--- src/rtl/board_ctl_pkg.sv ---
// Package: shared register addresses and control bit positions for the
// board control register bank. Assumes a 3-bit word address bus.
package board_ctl_pkg;
    localparam int A_CTRL    = 0;
    localparam int A_SEQ_IN  = 1;
    localparam int A_SEQ_OUT = 2;
    localparam int A_FE_ADDR = 3;
    localparam int A_CAL     = 4;
    localparam int A_CSEL    = 5;

    localparam int B_SOFT    = 0;
    localparam int B_FIFO    = 1;
    localparam int B_SEQ     = 2;
    localparam int B_FE      = 3;
    localparam int B_OVR_IN  = 4;
    localparam int B_OVR_OUT = 5;
    localparam int B_ADDR    = 6;
    localparam int B_BYPASS  = 7;
    localparam int B_CAL     = 8;
    localparam int CTRL_BITS = 9;

    localparam int CRATE_LSB = 11;
    localparam int REJ_BIT   = 16;

    typedef struct packed {
        logic cal;
        logic bypass;
        logic addr_ovr;
        logic out_ovr;
        logic in_ovr;
        logic fe_rst;
        logic seq_rst;
        logic fifo_rst;
        logic soft_rst;
    } ctrl_t;
endpackage

--- src/rtl/board_ctl_core.sv ---
// Module: control word, crate capture and reject flag.
// Assumes at most one bus access per clock; a soft reset write keeps only
// the soft reset bit. Crate pins are sampled only while rst_n is low.
module board_ctl_core
    import board_ctl_pkg::*;
#(
    parameter int CRATE_W = 5
) (
    input  logic               clk,
    input  logic               rst_n,
    input  logic               wr_ctrl,
    input  logic               rd_ctrl,
    input  logic [CTRL_BITS-1:0] wr_bits,
    input  logic               cal_reject,
    input  logic [CRATE_W-1:0] crate_i,
    output ctrl_t              ctrl_q,
    output logic [CRATE_W-1:0] crate_q,
    output logic               reject_q,
    output logic               soft_clr
);
    // Soft reset request: a control write with the soft bit high
    assign soft_clr = wr_ctrl && wr_bits[B_SOFT];

    // Control word update; soft reset keeps only the soft bit
    always_ff @(posedge clk) begin
        if (!rst_n) begin
            ctrl_q <= '0;
        end else if (wr_ctrl) begin
            if (wr_bits[B_SOFT]) begin
                ctrl_q          <= '0;
                ctrl_q.soft_rst <= 1'b1;
            end else begin
                ctrl_q <= ctrl_t'(wr_bits);
            end
        end
    end

    // Crate address capture while reset is held
    always_ff @(posedge clk) begin
        if (!rst_n) begin
            crate_q <= crate_i;
        end
    end

    // Sticky reject flag: set by a dropped calibration write, cleared by read
    always_ff @(posedge clk) begin
        if (!rst_n) begin
            reject_q <= 1'b0;
        end else if (soft_clr) begin
            reject_q <= 1'b0;
        end else if (cal_reject) begin
            reject_q <= 1'b1;
        end else if (rd_ctrl) begin
            reject_q <= 1'b0;
        end
    end


    soft_keep_chk: assert property (@(posedge clk) disable iff (!rst_n)
        soft_clr |=> (ctrl_q == ctrl_t'(CTRL_BITS'(1))));

    ctrl_hold_chk: assert property (@(posedge clk) disable iff (!rst_n)
        !wr_ctrl |=> $stable(ctrl_q));

    reject_set_chk: assert property (@(posedge clk) disable iff (!rst_n)
        (cal_reject && !soft_clr) |=> reject_q);
endmodule

--- src/rtl/board_sw_regs.sv ---
// Module: software override values for sequencer inputs and outputs and
// the front-end address. Assumes soft_clr never coincides with a write here.
module board_sw_regs #(
    parameter int SEQ_W  = 8,
    parameter int FE_A_W = 5
) (
    input  logic              clk,
    input  logic              rst_n,
    input  logic              soft_clr,
    input  logic              wr_in,
    input  logic              wr_out,
    input  logic              wr_addr,
    input  logic [SEQ_W-1:0]  wr_seq,
    input  logic [FE_A_W-1:0] wr_fe,
    output logic [SEQ_W-1:0]  in_sw_q,
    output logic [SEQ_W-1:0]  out_sw_q,
    output logic [FE_A_W-1:0] fe_sw_q
);
    // Sequencer input override value
    always_ff @(posedge clk) begin
        if (!rst_n || soft_clr) in_sw_q <= '0;
        else if (wr_in)         in_sw_q <= wr_seq;
    end

    // Sequencer output override value
    always_ff @(posedge clk) begin
        if (!rst_n || soft_clr) out_sw_q <= '0;
        else if (wr_out)        out_sw_q <= wr_seq;
    end

    // Front-end address override value
    always_ff @(posedge clk) begin
        if (!rst_n || soft_clr) fe_sw_q <= '0;
        else if (wr_addr)       fe_sw_q <= wr_fe;
    end


    sw_clear_chk: assert property (@(posedge clk) disable iff (!rst_n)
        soft_clr |=> (in_sw_q == '0 && out_sw_q == '0 && fe_sw_q == '0));
endmodule

--- src/rtl/board_cal_dac.sv ---
// Module: calibration DAC value and output-steering enables, writable only
// in calibration mode; a dropped write raises a one-cycle reject pulse.
// Assumes soft_clr acts as the master reset for this register.
module board_cal_dac #(
    parameter int CAL_W = 12,
    parameter int CAL_N = 4
) (
    input  logic             clk,
    input  logic             rst_n,
    input  logic             soft_clr,
    input  logic             cal_mode,
    input  logic             wr_cal,
    input  logic [CAL_W-1:0] wr_val,
    input  logic [CAL_N-1:0] wr_en_bits,
    output logic [CAL_W-1:0] val_q,
    output logic [CAL_N-1:0] oe_q,
    output logic             reject
);
    // A write outside calibration mode is refused
    assign reject = wr_cal && !cal_mode;

    // Value and enable register, gated by calibration mode
    always_ff @(posedge clk) begin
        if (!rst_n || soft_clr) begin
            val_q <= '0;
            oe_q  <= '0;
        end else if (wr_cal && cal_mode) begin
            val_q <= wr_val;
            oe_q  <= wr_en_bits;
        end
    end


    cal_lock_chk: assert property (@(posedge clk) disable iff (!rst_n)
        (!cal_mode && !soft_clr) |=> $stable({val_q, oe_q}));
endmodule

--- src/rtl/board_sig_route.sv ---
// Module: applies control bits to neighbouring logic: override selects,
// chip-select masking and the registered sequencer memory grant.
// Assumes chip selects are active low.
module board_sig_route
    import board_ctl_pkg::*;
#(
    parameter int SEQ_W  = 8,
    parameter int FE_A_W = 5,
    parameter int NCS    = 32
) (
    input  logic              clk,
    input  logic              rst_n,
    input  ctrl_t             ctrl,
    input  logic [SEQ_W-1:0]  in_live,
    input  logic [SEQ_W-1:0]  in_sw,
    input  logic [SEQ_W-1:0]  out_live,
    input  logic [SEQ_W-1:0]  out_sw,
    input  logic [FE_A_W-1:0] fe_norm,
    input  logic [FE_A_W-1:0] fe_sw,
    input  logic [NCS-1:0]    cs_n_in,
    input  logic              mem_req,
    output logic [SEQ_W-1:0]  seq_in,
    output logic [SEQ_W-1:0]  seq_out,
    output logic [FE_A_W-1:0] fe_addr,
    output logic [NCS-1:0]    cs_n,
    output logic              mem_gnt
);
    // Observe/override selects
    always_comb begin
        seq_in  = ctrl.in_ovr   ? in_sw  : in_live;
        seq_out = ctrl.out_ovr  ? out_sw : out_live;
        fe_addr = ctrl.addr_ovr ? fe_sw  : fe_norm;
    end

    // Chip-select masking, one gate per line
    for (genvar i = 0; i < NCS; i++) begin : g_cs
        assign cs_n[i] = cs_n_in[i] | ctrl.cal;
    end

    // Sequencer memory grant, withheld during memory bypass
    always_ff @(posedge clk) begin
        if (!rst_n) mem_gnt <= 1'b0;
        else        mem_gnt <= mem_req && !ctrl.bypass;
    end


    bypass_gnt_chk: assert property (@(posedge clk) disable iff (!rst_n)
        ctrl.bypass |=> !mem_gnt);
endmodule

--- src/rtl/board_ctl_regs.sv ---
// Module: top of the board control register bank. Decodes the register
// bus, registers read data one clock after rd_en_i, and ties the control,
// override, calibration and routing submodules together.
// Assumes wr_en_i and rd_en_i are never high in the same cycle.
module board_ctl_regs
    import board_ctl_pkg::*;
#(
    parameter int ADDR_W  = 3,
    parameter int CRATE_W = 5,
    parameter int SEQ_W   = 8,
    parameter int FE_A_W  = 5,
    parameter int NCS     = 32,
    parameter int CAL_W   = 12,
    parameter int CAL_N   = 4
) (
    input  logic              clk,
    input  logic              rst_n,
    input  logic              wr_en_i,
    input  logic              rd_en_i,
    input  logic [ADDR_W-1:0] addr_i,
    input  logic [15:0]       wr_data_i,
    output logic [31:0]       rd_data_o,
    input  logic [CRATE_W-1:0] crate_i,
    output logic              board_rst_o,
    output logic              fifo_rst_o,
    output logic              seq_rst_o,
    output logic              fe_rst_o,
    input  logic [SEQ_W-1:0]  seq_in_live_i,
    output logic [SEQ_W-1:0]  seq_in_o,
    input  logic [SEQ_W-1:0]  seq_out_live_i,
    output logic [SEQ_W-1:0]  seq_out_o,
    input  logic [FE_A_W-1:0] fe_addr_norm_i,
    output logic [FE_A_W-1:0] fe_addr_o,
    output logic              mem_bypass_o,
    input  logic              seq_mem_req_i,
    output logic              seq_mem_gnt_o,
    input  logic [NCS-1:0]    cs_n_i,
    output logic [NCS-1:0]    cs_n_o,
    output logic [CAL_W-1:0]  cal_val_o,
    output logic [CAL_N-1:0]  cal_out_en_o
);
    localparam int CAL_TOP = CAL_W + CAL_N;

    ctrl_t              ctrl_q;
    logic [CRATE_W-1:0] crate_q;
    logic               reject_q, soft_clr, cal_reject;
    logic [SEQ_W-1:0]   in_sw_q, out_sw_q;
    logic [FE_A_W-1:0]  fe_sw_q;
    logic               sel_ctrl, sel_in, sel_out, sel_fe, sel_cal, sel_cs;
    logic [31:0]        rd_mux;

    // Address decode
    always_comb begin
        sel_ctrl = addr_i == ADDR_W'(A_CTRL);
        sel_in   = addr_i == ADDR_W'(A_SEQ_IN);
        sel_out  = addr_i == ADDR_W'(A_SEQ_OUT);
        sel_fe   = addr_i == ADDR_W'(A_FE_ADDR);
        sel_cal  = addr_i == ADDR_W'(A_CAL);
        sel_cs   = addr_i == ADDR_W'(A_CSEL);
    end

    board_ctl_core #(.CRATE_W(CRATE_W)) u_core (
        .clk       (clk),
        .rst_n     (rst_n),
        .wr_ctrl   (wr_en_i && sel_ctrl),
        .rd_ctrl   (rd_en_i && sel_ctrl),
        .wr_bits   (wr_data_i[CTRL_BITS-1:0]),
        .cal_reject(cal_reject),
        .crate_i   (crate_i),
        .ctrl_q    (ctrl_q),
        .crate_q   (crate_q),
        .reject_q  (reject_q),
        .soft_clr  (soft_clr)
    );

    board_sw_regs #(.SEQ_W(SEQ_W), .FE_A_W(FE_A_W)) u_sw (
        .clk     (clk),
        .rst_n   (rst_n),
        .soft_clr(soft_clr),
        .wr_in   (wr_en_i && sel_in),
        .wr_out  (wr_en_i && sel_out),
        .wr_addr (wr_en_i && sel_fe),
        .wr_seq  (wr_data_i[SEQ_W-1:0]),
        .wr_fe   (wr_data_i[FE_A_W-1:0]),
        .in_sw_q (in_sw_q),
        .out_sw_q(out_sw_q),
        .fe_sw_q (fe_sw_q)
    );

    board_cal_dac #(.CAL_W(CAL_W), .CAL_N(CAL_N)) u_cal (
        .clk       (clk),
        .rst_n     (rst_n),
        .soft_clr  (soft_clr),
        .cal_mode  (ctrl_q.cal),
        .wr_cal    (wr_en_i && sel_cal),
        .wr_val    (wr_data_i[CAL_W-1:0]),
        .wr_en_bits(wr_data_i[CAL_TOP-1:CAL_W]),
        .val_q     (cal_val_o),
        .oe_q      (cal_out_en_o),
        .reject    (cal_reject)
    );

    board_sig_route #(.SEQ_W(SEQ_W), .FE_A_W(FE_A_W), .NCS(NCS)) u_route (
        .clk     (clk),
        .rst_n   (rst_n),
        .ctrl    (ctrl_q),
        .in_live (seq_in_live_i),
        .in_sw   (in_sw_q),
        .out_live(seq_out_live_i),
        .out_sw  (out_sw_q),
        .fe_norm (fe_addr_norm_i),
        .fe_sw   (fe_sw_q),
        .cs_n_in (cs_n_i),
        .mem_req (seq_mem_req_i),
        .seq_in  (seq_in_o),
        .seq_out (seq_out_o),
        .fe_addr (fe_addr_o),
        .cs_n    (cs_n_o),
        .mem_gnt (seq_mem_gnt_o)
    );

    // Level outputs taken straight from the control word
    always_comb begin
        board_rst_o  = ctrl_q.soft_rst;
        fifo_rst_o   = ctrl_q.fifo_rst;
        seq_rst_o    = ctrl_q.seq_rst;
        fe_rst_o     = ctrl_q.fe_rst;
        mem_bypass_o = ctrl_q.bypass;
    end

    // Read data selection
    always_comb begin
        rd_mux = '0;
        if (sel_ctrl) begin
            rd_mux[CTRL_BITS-1:0]                 = ctrl_q;
            rd_mux[CRATE_LSB+CRATE_W-1:CRATE_LSB] = crate_q;
            rd_mux[REJ_BIT]                       = reject_q;
        end else if (sel_in) begin
            rd_mux[SEQ_W-1:0] = seq_in_o;
        end else if (sel_out) begin
            rd_mux[SEQ_W-1:0] = seq_out_o;
        end else if (sel_fe) begin
            rd_mux[FE_A_W-1:0] = fe_addr_o;
        end else if (sel_cal) begin
            rd_mux[CAL_TOP-1:0] = {cal_out_en_o, cal_val_o};
        end else if (sel_cs) begin
            rd_mux[NCS-1:0] = cs_n_o;
        end
    end

    // Registered read port
    always_ff @(posedge clk) begin
        if (!rst_n)       rd_data_o <= '0;
        else if (rd_en_i) rd_data_o <= rd_mux;
    end


    rej_clear_chk: assert property (@(posedge clk) disable iff (!rst_n)
        (rd_en_i && sel_ctrl && !cal_reject) |=> !reject_q);
endmodule

--- config.mk ---
export PLATFORM = sky130hd
export DESIGN_NAME = board_ctl_regs
export DESIGN_NICKNAME = d
export VERILOG_FILES = /design/src/rtl/board_ctl_pkg.sv /design/src/rtl/board_ctl_core.sv /design/src/rtl/board_sw_regs.sv /design/src/rtl/board_cal_dac.sv /design/src/rtl/board_sig_route.sv /design/src/rtl/board_ctl_regs.sv
export SDC_FILE = /design/constraint.sdc
export NUM_CORES = 1
export LEC_CHECK = 0
export BUFFER_PORTS_ARGS = -buffer_cell sky130_fd_sc_hd__buf_2
export CAP_MARGIN = 40
export CORE_MARGIN = 10
export CORE_UTILIZATION = 43
export DETAILED_ROUTE_END_ITERATION = 16
export GPL_TIMING_DRIVEN = 0
export MAX_ROUTING_LAYER = met4
export PLACE_DENSITY = 0.77
export SLEW_MARGIN = 25
export SYNTH_ARGS = -nofsm -noshare
export SYNTH_HDL_FRONTEND = slang
export SYNTH_SLANG_ARGS = --single-unit
--- constraint.sdc ---
create_clock -name clk -period 1.53 [get_ports clk]
set_clock_uncertainty 0.2 [all_clocks]
set_input_delay 0.153 -clock clk [delete_from_list [all_inputs] [get_ports clk]]
set_output_delay 0.153 -clock clk [all_outputs]
set_load 0.05 [all_outputs]
# == Word-level counts from Yosys, hierarchy flattened ==
# Index checks and enable logic that the tools add are counted.
# op_classes
n_addsub,0
multipliers,0
div,0
order_cmp,0
n_eq_ne,5
n_shift,0
mux,24
bitwise,33
reduce_logical,17
# ops
op,n
$mux 32,6
$mux 24,2
$mux 16,2
$mux 8,4
$or 1x1->1,32
$mux 27,1
$mux 9,2
$mux 15,1
$logic_and 1x1->1,10
$mux 5,2
$eq 3x2->1 const B,2
$eq 3x3->1 const B,2
$mux 6,1
$eq 3x1->1 const B,1
$logic_not 1->1,3
$logic_not 3->1,1
$mux 1,2
$mux 2,1
$reduce_bool 2->1,1
$reduce_or 2->1,1
$logic_or 1x1->1,1
$not 1->1,1
# totals
regBits,85
latch_bits,0
mem_bits_rw,0
mem_bits_ro,0
out_inout_bits,107
wordCells,97
mem_count,0

# == Depth between registers and ports, before layout ==
# logic_depth
word_depth,12
depth_mapped,7
depth_no_buf,4

# == Modules after synthesis ==
# A second synthesis with hierarchy kept.
# hier_totals
hier_cells,464
area_unflattened_um2,4650.7
# by_module_without_submodules
mod,instances,cells_each,area_each_um2
board_ctl_regs,1,211,1939.4
board_cal_dac,1,76,785.8
board_sw_regs,1,69,775.7
board_sig_route,1,60,581.8
board_ctl_core,1,48,568.0

# == Worst setup path before layout ==
# No wires, ideal clock.
# synth_timing
path_kind,reg-to-reg
startpoint,"register, netlist name u_core.ctrl_q[4]"
endpoint,register rd_data_o[1]
setup_ns,0.130
t_arrival_ns,1.456
required_time_ns,1.200
setup_slack_ns,-0.257
stages_incl_launch_ff,6
path_cell_list,dfxtp_1 buf_2 mux2_2 o21ba_2 a221oi_1 a22oi_1
# synth_between
elab_chain_cells,3
# synth_rtl
element,line_no,text
$mux 8,board_sig_route.sv:30,seq_in = ctrl.in_ovr ? in_sw : in_live;
via seq_in_o[1],board_ctl_regs.sv:29,"output logic [SEQ_W-1:0] seq_in_o,"
$mux 8,board_ctl_regs.sv:138,end else if (sel_in) begin
$mux 9,board_ctl_regs.sv:134,if (sel_ctrl) begin
end signal: assignment,board_ctl_regs.sv:154,else if (rd_en_i) rd_data_o <= rd_mux;
end: declaration,board_ctl_regs.sv:22,"output logic [31:0] rd_data_o,"
# The timed path passes the listed nets, and every way through them passes these cells.
# A chain may end at the register's enable or synchronous reset.

# == Final worst setup path ==
# layout_timing
startpoint,"register, netlist name u_core.ctrl_q[8]"
endpoint,output port cs_n_o[23]
# layout_between
elab_chain_cells,1
# layout_rtl
element,line_no,text
$or 1x1->1,board_sig_route.sv:37,assign cs_n[i] = cs_n_in[i] | ctrl.cal;
end: declaration,board_ctl_regs.sv:38,"output logic [NCS-1:0] cs_n_o,"
# No other way between the ends.

==> results_dict.tcl <==
set metrics [dict create \
    maxSlewViolCount 0 \
    drtIter0Drc 479 \
    finalCritPeriodShare_pct 119 \
    cts_tree "done" \
    cts_buffers 9 \
    ys_seq_area_share_pct 41.7 \
    hold_path.class "in2reg" \
    crit_fanout 6 \
    n_fill_cell 629 \
    fin_crit_ps 1830 \
    avgSynthCellArea_um2 8.60 \
    rsz0062_at_grt "yes" \
    cp.required_ps 1180 \
    first_pass_iters 5 \
    clk_pin_slew_ps 100 \
    area_growth_pct 68.0 \
    placementRows 35 \
    setup_ws_ps -295 \
    via_per_inst 5.66 \
    htree_levels 3 \
    failed_checks "negative hold slack, negative setup slack" \
    n_antenna_cell 0 \
    ir_worst_vdd_mv 0.506 \
    clock_sinks 85 \
    cp-end-kind "primary output" \
    dp.cells 802 \
    crit_arrival_ps 1470 \
    via_count 4989 \
    cts_max_path_buffers 2 \
    start_kind "register" \
    core_mm2 0.00937 \
    drive_above_1_share_pct 49.2 \
    die_y_um 119 \
    crit_type "reg2out" \
    pin_count 189 \
    wirelength_um 19500 \
    drv_cap 0 \
    die_area_mm2 0.0141 \
    ys_warn_count 0 \
    io_buffers 185 \
    synth_nets 570 \
    gp_congestion 0.899 \
    nNetsFinal 829 \
    p_total_w 0.00564 \
    clk_latency_ps 360 \
    syn_inst 488 \
    slew_headroom_pct 40.0 \
    synth_top_area_share_pct 38.2 \
    seqCellArea_mm2 0.00176 \
    power.density_mw_per_mm2 800 \
    multi_input_area_mm2 0.00257 \
    antenna_found_initial 0 \
    die_w_um 119 \
    synth_common_cells "dfxtp_1 (80), nand2_1 (80), a21oi_1 (65)" \
    place_hpwl_um 12800 \
    cts_root_buffer "clkbuf_8" \
    fmax_mhz 548 \
    final-setup-viol-count 77 \
    first_global_vias 5277 \
    syn_area_mm2 0.00420 \
    whs_ps -70.2 \
    synth_area_leaders "dfxtp_1 (38%), a21oi_1 (7.8%), nand2_1 (7.2%), mux2_2 (6.4%), or2_2 (5.8%)" \
    synth_ff_type "dfxtp_1" \
    grt_max_degree 16 \
    ys_ff_latch 85 \
    drc 0 \
    grt_pass1_wl_um 29000 \
    finalNonFillerCells 881 \
    tightest_slew_ps 896 \
    synth_edf_count 5 \
    synth_top_area_cell "dfxtp_1" \
    globalRouteOverflowTotal 0 \
    drt-wirelength-per-cell_um 22.2 \
    initial_core_util_pct 44.8 \
    p_leak_nw 3.02 \
    grt_usage_pct 26.3 \
    status "finished, violations left" \
    yosysUniqueCellTypes 43 \
    ant_nets 0 \
    ctsHoldBuffers 24 \
    synthArstFlopShare_pct 0 \
    r2r_setup_slack_ps -170 \
    finalHoldViolations 8 \
]
## cell usage in the layout, fill, tap and decap left out, types with 4 or more instances in the layout
cell / n
clkbuf_1: 10
or2_4: 30
a21oi_1: 62
and3_1: 5
clkbuf_8: 11
dfxtp_1: 75
o2111ai_2: 4
mux2_4: 21
nor2_1: 22
nand2b_1: 11
edfxtp_1: 5
buf_2: 140
buf_8: 39
o21ba_4: 5
o21ai_0: 10
or2_2: 9
nand3_1: 12
buf_6: 35
nand4_1: 16
buf_4: 27
nor2b_1: 6
a22oi_1: 5
a221oi_2: 7
nand2_1: 80
dlygate4sd3_1: 24
mux2i_1: 14
a31o_1: 4
## kinds of logic after synthesis
kind of cell / count (synthesis) / share of synthesized area [%]
AOI/OAI and AO/OA: 113 / 16.4
muxes: 41 / 10.5
DFF: 85 / 41.7
and+or+nand+nor: 209 / 25.8
buffers and inverters: 40 / 5.58
## worst max-delay path: stages, from the launching register on
cell,delay [ps]
dfxtp_4,380
clkbuf_16,160
clkbuf_16,160
or2_4,250
buf_8,160
## report_power, final
| group | switching [W] | internal (W) | leakage (nW) |
|---|---|---|---|
| clock | 0.000868 | 0.000868 | 0.103 |
| sequential | 0.0000327 | 0.00228 | 0.699 |
| combinational | 0.000922 | 0.000671 | 2.21 |
## worst paths after layout
check                           startpoint                             to  cells past startpoint
min reg2reg  u_sw.out_sw_q[4]$_SDFFE_PP0P_  u_sw.out_sw_q[4]$_SDFFE_PP0P_                      2
max          u_core.ctrl_q[8]$_SDFFE_PN0N_                     cs_n_o[23]                      4
max reg2reg  u_core.ctrl_q[8]$_SDFFE_PN0N_      rd_data_o[6]$_SDFFE_PN0P_                      5
min                              addr_i[2]  u_core.ctrl_q[8]$_SDFFE_PN0N_                      4
## flip-flops by register name (all words and copies together) (netlist names)
signal           flops
u_sw.in_sw_q         8
u_core.ctrl_q        9
u_core.reject_q      1
rd_data_o           32
u_sw.fe_sw_q         5
u_cal.val_q         12
u_cal.oe_q           4
u_core.crate_q       5
u_sw.out_sw_q        8
u_route.mem_gnt      1
## timing repair
item	CTS	global route
buffers inserted	34	2
gates resized for setup	193	24
cloned	5	0
setup endpoints to repair	104	92
endpoints found under the hold margin	52	9
pin swaps	28	11
## per-layer routing
layer / GRT usage [%] / share of wire [%] / up-vias
li1: - / - / 2235
met1: 28.9 / 38 / 2404
met2: 45.6 / 52 / 309
met3: 5.76 / 7.7 / 41
met4: 9.39 / 2.2 / 0
met5: - / 0 / -
## per-stage QoR
stage	utilization [%]	TNS, ps	setup WS (ps)	area [um^2]
floorplan	-	-379	-74.6	4410
global placement	58.6	-21750	-391	5490
detailed placement	58.6	-25030	-442	5490
CTS	74.1	-11470	-277	6950
global route	75.2	-14540	-325	7050
finish	75.2	-11520	-295	7050
## final cells by class
type	count	area share (%)
buffer	36	4.31
clock buffer	12	2.22
clock inverter	4	0.781
inverter	4	0.213
multi-input combinational	363	36.5
sequential	85	25.0
tap	129	2.29
timing repair buffer	248	28.7
Note: power is estimated with default switching activity, not from simulation.
